==> src/rtl/arb_pkg.sv <==
package arb_pkg;
  // two-state controller; a single-bit code changes one bit per transition
  typedef enum logic {
    ST_IDLE = 1'b0,
    ST_BUSY = 1'b1
  } xfer_st_t;

  localparam logic [1:0] RESP_OKAY = 2'b00;
endpackage

==> src/rtl/arb_rr_pick.sv <==
module arb_rr_pick #(
  parameter int N     = 16,
  parameter int IDX_W = $clog2(N)
) (
  input  logic [N-1:0]     req,
  input  logic [IDX_W-1:0] start_idx,
  output logic             any,
  output logic [IDX_W-1:0] idx
);
  localparam logic [IDX_W:0] N_EXT = (IDX_W+1)'(N);

  logic [IDX_W:0] pos;

  always_comb begin
    any = 1'b0;
    idx = '0;
    pos = '0;
    for (int k = 0; k < N; k++) begin
      pos = {1'b0, start_idx} + (IDX_W+1)'(k);
      if (pos >= N_EXT) pos = pos - N_EXT;
      if (!any && req[pos[IDX_W-1:0]]) begin
        any = 1'b1;
        idx = pos[IDX_W-1:0];
      end
    end
  end
endmodule

==> src/rtl/arb_onehot_enc.sv <==
module arb_onehot_enc #(
  parameter int N     = 16,
  parameter int IDX_W = $clog2(N)
) (
  input  logic [N-1:0]     onehot,
  output logic [IDX_W-1:0] num
);
  logic [N-1:0] sel [IDX_W];

  for (genvar b = 0; b < IDX_W; b++) begin : g_bit
    for (genvar i = 0; i < N; i++) begin : g_src
      if (((i >> b) % 2) == 1) begin : g_on
        assign sel[b][i] = onehot[i];
      end else begin : g_off
        assign sel[b][i] = 1'b0;
      end
    end
    assign num[b] = |sel[b];
  end
endmodule

==> src/rtl/arb_xfer_ctrl.sv <==
module arb_xfer_ctrl
  import arb_pkg::*;
#(
  parameter int LEN_W = 5
) (
  input  logic             clk,
  input  logic             rst,
  input  logic             owner_req,
  input  logic             xfer_start,
  input  logic [LEN_W-1:0] burst_len,
  input  logic             hready,
  input  logic [1:0]       hresp,
  output logic             busy,
  output logic             arb_en,
  output logic             done_now
);
  xfer_st_t         state_q;
  logic [LEN_W-1:0] len_q;
  logic [LEN_W-1:0] cnt_q;
  logic [LEN_W:0]   beat_no;
  logic             beat_last;
  logic             err;

  assign beat_no   = {1'b0, cnt_q} + (LEN_W+1)'(1);
  assign beat_last = beat_no >= {1'b0, len_q};
  assign err       = hresp != RESP_OKAY;
  assign done_now  = (state_q == ST_BUSY) && hready && (err || beat_last);
  assign arb_en    = ((state_q == ST_IDLE) && !owner_req) || done_now;
  assign busy      = state_q == ST_BUSY;

  always_ff @(posedge clk) begin
    if (rst) begin
      state_q <= ST_IDLE;
      len_q   <= '0;
      cnt_q   <= '0;
    end else begin
      case (state_q)
        ST_IDLE: begin
          if (owner_req && xfer_start) begin
            state_q <= ST_BUSY;
            len_q   <= burst_len;
            cnt_q   <= '0;
          end
        end
        default: begin
          if (done_now) state_q <= ST_IDLE;
          else if (hready) cnt_q <= cnt_q + LEN_W'(1);
        end
      endcase
    end
  end

  // an accepted start opens a transfer with a cleared beat count
  a_r6_start_opens: assert property (@(posedge clk) disable iff (rst)
    (state_q == ST_IDLE && owner_req && xfer_start) |=> (state_q == ST_BUSY && cnt_q == '0));

  // a stalled beat leaves the count and the state untouched
  a_r8_stall_holds: assert property (@(posedge clk) disable iff (rst)
    (state_q == ST_BUSY && !hready) |=> (state_q == ST_BUSY && $stable(cnt_q)));

  // an error response closes the transfer at once
  a_r9_error_ends: assert property (@(posedge clk) disable iff (rst)
    (state_q == ST_BUSY && hready && hresp != RESP_OKAY) |=> (state_q == ST_IDLE));
endmodule

==> src/rtl/arb_rr_bus.sv <==
module arb_rr_bus #(
  parameter int N         = 16,
  parameter int LEN_W     = 5,
  parameter int DEFAULT_M = 0
) (
  input  logic                 clk,
  input  logic                 rst,
  input  logic [N-1:0]         req,
  input  logic                 xfer_start,
  input  logic [LEN_W-1:0]     burst_len,
  input  logic                 hready,
  input  logic [1:0]           hresp,
  output logic [N-1:0]         grant,
  output logic [$clog2(N)-1:0] master_num,
  output logic                 xfer_busy,
  output logic                 xfer_done
);
  localparam int             IDX_W   = $clog2(N);
  localparam logic [N-1:0]   DEF_OH  = N'(1) << DEFAULT_M;
  localparam logic [IDX_W-1:0] DEF_IDX = IDX_W'(DEFAULT_M);
  localparam logic [IDX_W-1:0] PTR_RST = (DEFAULT_M == N - 1) ? '0 : IDX_W'(DEFAULT_M + 1);

  logic [N-1:0]     grant_q;
  logic [IDX_W-1:0] num_q;
  logic [IDX_W-1:0] ptr_q;
  logic             done_q;

  logic             owner_req;
  logic             arb_en;
  logic             done_now;
  logic             pick_any;
  logic [IDX_W-1:0] pick_idx;
  logic [N-1:0]     next_grant;
  logic [IDX_W-1:0] next_num;

  assign owner_req = |(req & grant_q);

  arb_xfer_ctrl #(.LEN_W(LEN_W)) u_ctrl (
    .clk        (clk),
    .rst        (rst),
    .owner_req  (owner_req),
    .xfer_start (xfer_start),
    .burst_len  (burst_len),
    .hready     (hready),
    .hresp      (hresp),
    .busy       (xfer_busy),
    .arb_en     (arb_en),
    .done_now   (done_now)
  );

  arb_rr_pick #(.N(N), .IDX_W(IDX_W)) u_pick (
    .req       (req),
    .start_idx (ptr_q),
    .any       (pick_any),
    .idx       (pick_idx)
  );

  assign next_grant = pick_any ? (N'(1) << pick_idx) : DEF_OH;

  arb_onehot_enc #(.N(N), .IDX_W(IDX_W)) u_enc (
    .onehot (next_grant),
    .num    (next_num)
  );

  always_ff @(posedge clk) begin
    if (rst) begin
      grant_q <= DEF_OH;
      num_q   <= DEF_IDX;
      ptr_q   <= PTR_RST;
      done_q  <= 1'b0;
    end else begin
      done_q <= done_now;
      if (arb_en) begin
        grant_q <= next_grant;
        num_q   <= next_num;
        if (pick_any) ptr_q <= (pick_idx == IDX_W'(N - 1)) ? '0 : pick_idx + IDX_W'(1);
      end
    end
  end

  assign grant      = grant_q;
  assign master_num = num_q;
  assign xfer_done  = done_q;

  // grant always one-hot
  a_r1_onehot: assert property (@(posedge clk) disable iff (rst) $onehot(grant_q));

  // encoded number names the granted bit
  a_r1_num_match: assert property (@(posedge clk) disable iff (rst) grant_q[num_q]);

  // reset parks the bus on the default master, controller idle
  a_r2_reset_state: assert property (@(posedge clk)
    rst |=> (grant_q == DEF_OH && num_q == DEF_IDX && !xfer_busy && !done_q));

  // idle bus with no requests falls back to the default master
  a_r3_default: assert property (@(posedge clk) disable iff (rst)
    (!xfer_busy && req == '0) |=> (grant_q == DEF_OH));

  // grant frozen while a transfer continues
  a_r7_hold_mid_xfer: assert property (@(posedge clk) disable iff (rst)
    (xfer_busy && !hready) |=> $stable(grant_q));

  // done pulse never overlaps a busy cycle
  a_r8_done_after_busy: assert property (@(posedge clk) disable iff (rst)
    done_q |-> !xfer_busy);
endmodule

==> config.mk <==
export PLATFORM = sky130hd
export DESIGN_NAME = arb_rr_bus
export DESIGN_NICKNAME = d
export VERILOG_FILES = /design/src/rtl/arb_pkg.sv /design/src/rtl/arb_rr_pick.sv /design/src/rtl/arb_onehot_enc.sv /design/src/rtl/arb_xfer_ctrl.sv /design/src/rtl/arb_rr_bus.sv
export SDC_FILE = /design/constraint.sdc
export NUM_CORES = 1
export LEC_CHECK = 0
export BUFFER_PORTS_ARGS = -buffer_cell sky130_fd_sc_hd__buf_2
export CAP_MARGIN = 20
export CORE_ASPECT_RATIO = 0.7
export CORE_MARGIN = 2
export CORE_UTILIZATION = 28
export DETAILED_ROUTE_END_ITERATION = 6
export PLACE_DENSITY_LB_ADDON = 0.05
export SLEW_MARGIN = 20
export SYNTH_ARGS = -nofsm -noshare
export SYNTH_HDL_FRONTEND = slang
export SYNTH_HIERARCHICAL = 1
export SYNTH_SLANG_ARGS = --single-unit
==> constraint.sdc <==
create_clock -name clk -period 6.85 [get_ports clk]
set_clock_uncertainty 0.15 [all_clocks]
set_input_delay 0 -clock clk [delete_from_list [all_inputs] [get_ports clk]]
set_output_delay 0 -clock clk [all_outputs]
set_load 0.05 [all_outputs]
## After elaboration in Yosys (flattened, before gate mapping)

Index checks and enable logic that the tools add are counted.
Widths: inputs -> output; s select.

| cells by class | value |
|---|---|
| add/sub/neg operators | 34 |
| $lt $le $gt $ge | 33 |
| equal/unequal tests | 3 |
| shift operators | 1 |
| multiplexer cells | 89 |
| bitwise logic cells | 2 |
| reduce and logical (&&, ||, !) cells | 47 |

Operators by type and width:

| kind | count |
|---|---|
| $mux 4 | 33 |
| $lt 4x5->1 const B | 16 |
| $ge 5x5->1 const B | 15 |
| $bmux 1 s4 | 16 |
| $sub 4x1->4 const B | 16 |
| $add 4x4->5 const B | 8 |
| $mux 1 | 35 |
| $reduce_or 8->1 | 4 |
| $add 4x3->5 const B | 4 |
| $mux 5 | 4 |
| $logic_and 1x1->1 | 19 |
| $and 16x16->16 | 1 |
| $logic_not 1->1 | 16 |
| $mux 16 | 1 |
| $reduce_or 16->1 | 1 |
| $shl 1x4->16 const A | 1 |
| $add 4x2->5 const B | 2 |
| $add 5x1->6 const B | 1 |
| $ge 6x5->1 | 1 |
| $add 4x1->5 const B | 1 |
| $add 5x1->5 const B | 1 |
| $ge 4x5->1 const B | 1 |
| $add 4x1->4 const B | 1 |
| $eq 4x4->1 const B | 1 |
| 6 further kinds | 10 |

| storage, ports and cells | value |
|---|---|
| register bits after elaboration | 36 |
| bits of input ports | 27 |
| output and inout port bits | 22 |
| logic and storage cells | 216 |

## Longest topological paths before layout

| logic depth | value |
|---|---|
| word-level depth | 53 |
| depth in mapped cells | 23 |
| mapped depth without buffers | 18 |

## Hierarchy

Netlist, hierarchy kept.

By module, submodules not included:

| module | times used | cells an instance | area each (um^2) |
|---|---|---|---|
| arb_rr_pick | 1 | 272 | 2,572.5 |
| arb_rr_bus | 1 | 141 | 1,321.3 |
| arb_xfer_ctrl | 1 | 75 | 641.9 |
| arb_onehot_enc | 1 | 11 | 65.1 |

## Worst setup path before layout

No wires, ideal clock.

| path | value |
|---|---|
| path kind | register to register |
| start | reg ptr_q[1] |
| end | reg num_q[1] (netlist: master_num[1]) |
| library setup time | 116 ps |
| data arrival time | 5,214 ps |
| path slack | 1,371 ps |
| cell stages (with the launch flop) | 23 |
| buffers on the path | 6 |
| period minus slack after synthesis | 5,479 ps |
| cells stage by stage | dfxtp_1 -> buf_2 -> buf_4 -> inv_1 -> ha_1 -> buf_6 -> buf_6 -> mux2_1 -> mux4_2 -> mux2i_1 -> and2_0 -> nand4_1 -> buf_2 -> or3_1 -> a211oi_1 -> buf_6 -> inv_1 -> ha_1 -> and3_1 -> nor4_2 -> nand2_1 -> mux2i_1 -> nor2_1 |

| on the way | value |
|---|---|
| word-level cells in the longest chain between the ends | 53 |
| elaborated cells between the ends (all ways) | 160 |
| those cells by class | add/sub: 31; order compare: 16; shift: 1; mux: 81; reduce/logical: 31 |

Ends and longest elaborated chain:

| element | RTL line | text |
|---|---|---|
| from (decl) | arb_rr_bus.sv:25 | `logic [IDX_W-1:0] ptr_q;` |
| from (signal assigned) | arb_rr_bus.sv:76 | `if (pick_any) ptr_q <= (pick_idx == IDX_W'(N - 1)) ? '0 : pick_idx + IDX_W'(1);` |
| branches (longest 49 deep; another with $add 4x1->5) | n/a |  |
| $mux 4 (*) | arb_rr_pick.sv:21 | `if (!any && req[pos[IDX_W-1:0]]) begin` |
| named net pick_idx[2] | arb_rr_bus.sv:32 | `logic [IDX_W-1:0] pick_idx;` |
| $shl 1x4->16 (*) | arb_rr_bus.sv:58 | `assign next_grant = pick_any ? (N'(1) << pick_idx) : DEF_OH;` |
| $mux 16 (*) | arb_rr_bus.sv:58 |  |
| named net next_grant[11] | arb_rr_bus.sv:33 | `logic [N-1:0] next_grant;` |
| $reduce_or 8->1 (*) | arb_onehot_enc.sv:18 | `assign num[b] = \|sel[b];` |
| named net next_num[1] | arb_rr_bus.sv:34 | `logic [IDX_W-1:0] next_num;` |
| to (signal assigned) | arb_rr_bus.sv:75 | `num_q <= next_num;` |
| to (decl) | arb_rr_bus.sv:24 | `logic [IDX_W-1:0] num_q;` |

Mark *: on every way through the listed nets, which the timed path passes. The select of a mux whose other input is x is not followed.
A chain may end at the register's enable or synchronous reset.

## Final worst setup path

| path | value |
|---|---|
| start | reg ptr_q[0] |
| end | reg num_q[2] (netlist: master_num[2]) |

The elaborated chain is that of the path after synthesis.

==> metrics <==
clk slew on worst S/H paths 60 ps; Worst path depth 18; fill count 1,732; crit-path leading delay family multiplexers; GPL Wtd Cong 0.938; largest net degree at the start of global routing 38; commonest non-fill, non-tap cell in the layout buf_2; Yosys warning count 6; vias in the first global route 4,298; commonest cells after routing, fill and taps aside buf_2 (48), nor2_1 (39), mux2i_1 (37); Hold Path Depth 4; TritonCTS buffer count 5; routed vias 4,323; Final Max Slew Viols 0; root buf cell clkbuf_16; Final Hold Viols 0; crit-path cells inv_1 > ha_1 > mux2_2 > mux4_2 > mux2i_1 > and2_0 > nand4_1 > o211ai_1 > a211oi_1 > a211oi_2 > inv_1 > ha_1 > nand2_1 > nor2_1 > nor4_1 > nand2_1 > mux2i_1 > nor2_1; DRT Wirelength 16,300 um; setup TNS 0 ps; R2R Path End master_num[2]; GRT Util Overall 19.0%; TritonCTS clock tree done; MaxCap Viol Count 0; unrepaired setup endpoints after global routing false; CTS Sinks 36; final hold slack 80.4 ps; Clock Tree Buf Depth 2; port bufs 48; IO Pins 49; worst-margin pin slew 954 ps; CP max-delay cell ha_1; Clock Latency Late Sink 280 ps; Mapped Area 4590 um^2; RR Startpoint ptr_q[0]; FP Rows 39; Layout area overhead 14.3%; cells on worst reg2reg path 18; drt first pass iters 4; Final min period 5990 ps; Worst setup SP type flop; hpwl dp 12,600 um; GRT overflow 0; WL/cell 21.0 um; Die Area 17,500 um^2; delay of the slowest critical-path stage 800 ps; CP Buf/Inv Count 2; Chip Height 111 um; htree depth 2; Final nets 592; crit-path max FO 17; outcome finished clean; Final Cycle Share 87.4%; initial antenna violation count 0; Starting Density 28.4%; Final WS setup 862 ps; Hold Crit Class input port to flop; hold_sp hresp[0]; first-iteration detailed-routing DRC count 316; CP Class flop to flop; post-route ant nets 0; first-pass GRT wire length 25,500 um; syn_nets 544; WP data required 6850 ps; WP data arrival 5980 ps; residual DRC count 0; final setup violation count 0; Slew Limit Headroom 35.9%; FMAX 0.167 GHz; share of post-route cells with drive strength above 1 25.6%; Hold Path Sink xfer_done; flop-to-flop setup slack 860 ps; Mean Syn Cell Area 9.22 um^2; post-place setup slack 960 ps; via/cell ratio 5.59; Mapped Cells 498; Worst Setup End Kind flop; core area 16,200 um^2; die width 157 um
## worst max-delay path by stage
stage / startpoint / endpoint
floorplan: ptr_q[1] / master_num[1]
global placement: ptr_q[0] / master_num[3]
detailed placement: ptr_q[0] / master_num[3]
CTS: ptr_q[0] / master_num[3]
global route: ptr_q[0] / master_num[3]
finish: ptr_q[0] / master_num[2]
## registers in the layout, indices dropped and copies added, names as in the netlist
signal and count:
u_ctrl/cnt_q 5, master_num 4, ptr_q 4, xfer_done 1, u_ctrl/len_q 5, grant 16
u_ctrl/busy 1
## metal layers
| metal | part of all wire [%] | up-vias | wire length, um | track usage [%] |
|---|---|---|---|---|
| met5 | 0 | - | 0 | 0 |
| met4 | 0.52 | 0 | 85 | 2.30 |
| met3 | 8.7 | 6 | 1410 | 5.98 |
| met2 | 39 | 155 | 6320 | 25.1 |
| met1 | 52 | 2115 | 8440 | 30.1 |
| li1 | - | 2047 | - | - |
## cell type report
cell class	count	area (um^2)	area share [%]
multi-input combinational	412	3590	68.4
sequential	36	721	13.7
timing repair buffer	70	425	8.10
tap	225	282	5.36
clock buffer	6	139	2.65
inverter	21	78.8	1.50
clock inverter	2	10.0	0.191
antenna	1	2.50	0.0477
## what timing repair did
| item | CTS | global route |
|---|---|---|
| buffers inserted | 0 | 0 |
| hold buffers | 8 | 0 |
| endpoints found under the hold margin | 7 | 0 |
| resized for setup | 0 | 0 |
## per-stage QoR
step	std cells	cell area, um^2	utilization [%]
finish	773	5250	32.4
global route	772	5250	32.4
CTS	772	5250	32.4
detailed placement	756	5020	31.0
global placement	756	5020	31.0
floorplan	498	4590	-
## worst register-to-register path, stage by stage, from the launching register on
cell and delay, ps:
dfxtp_1 330, inv_1 150, ha_1 800, mux2_2 430, mux4_2 510, mux2i_1 650
and2_0 220, nand4_1 400, o211ai_1 440, a211oi_1 160, a211oi_2 410, inv_1 120
ha_1 270, nand2_1 160, nor2_1 100, nor4_1 280, nand2_1 100, mux2i_1 140
nor2_1 50
Power is left out: the tool's default activity adds up to more than one toggle a clock period on the data nets, which glitch-free logic cannot reach.
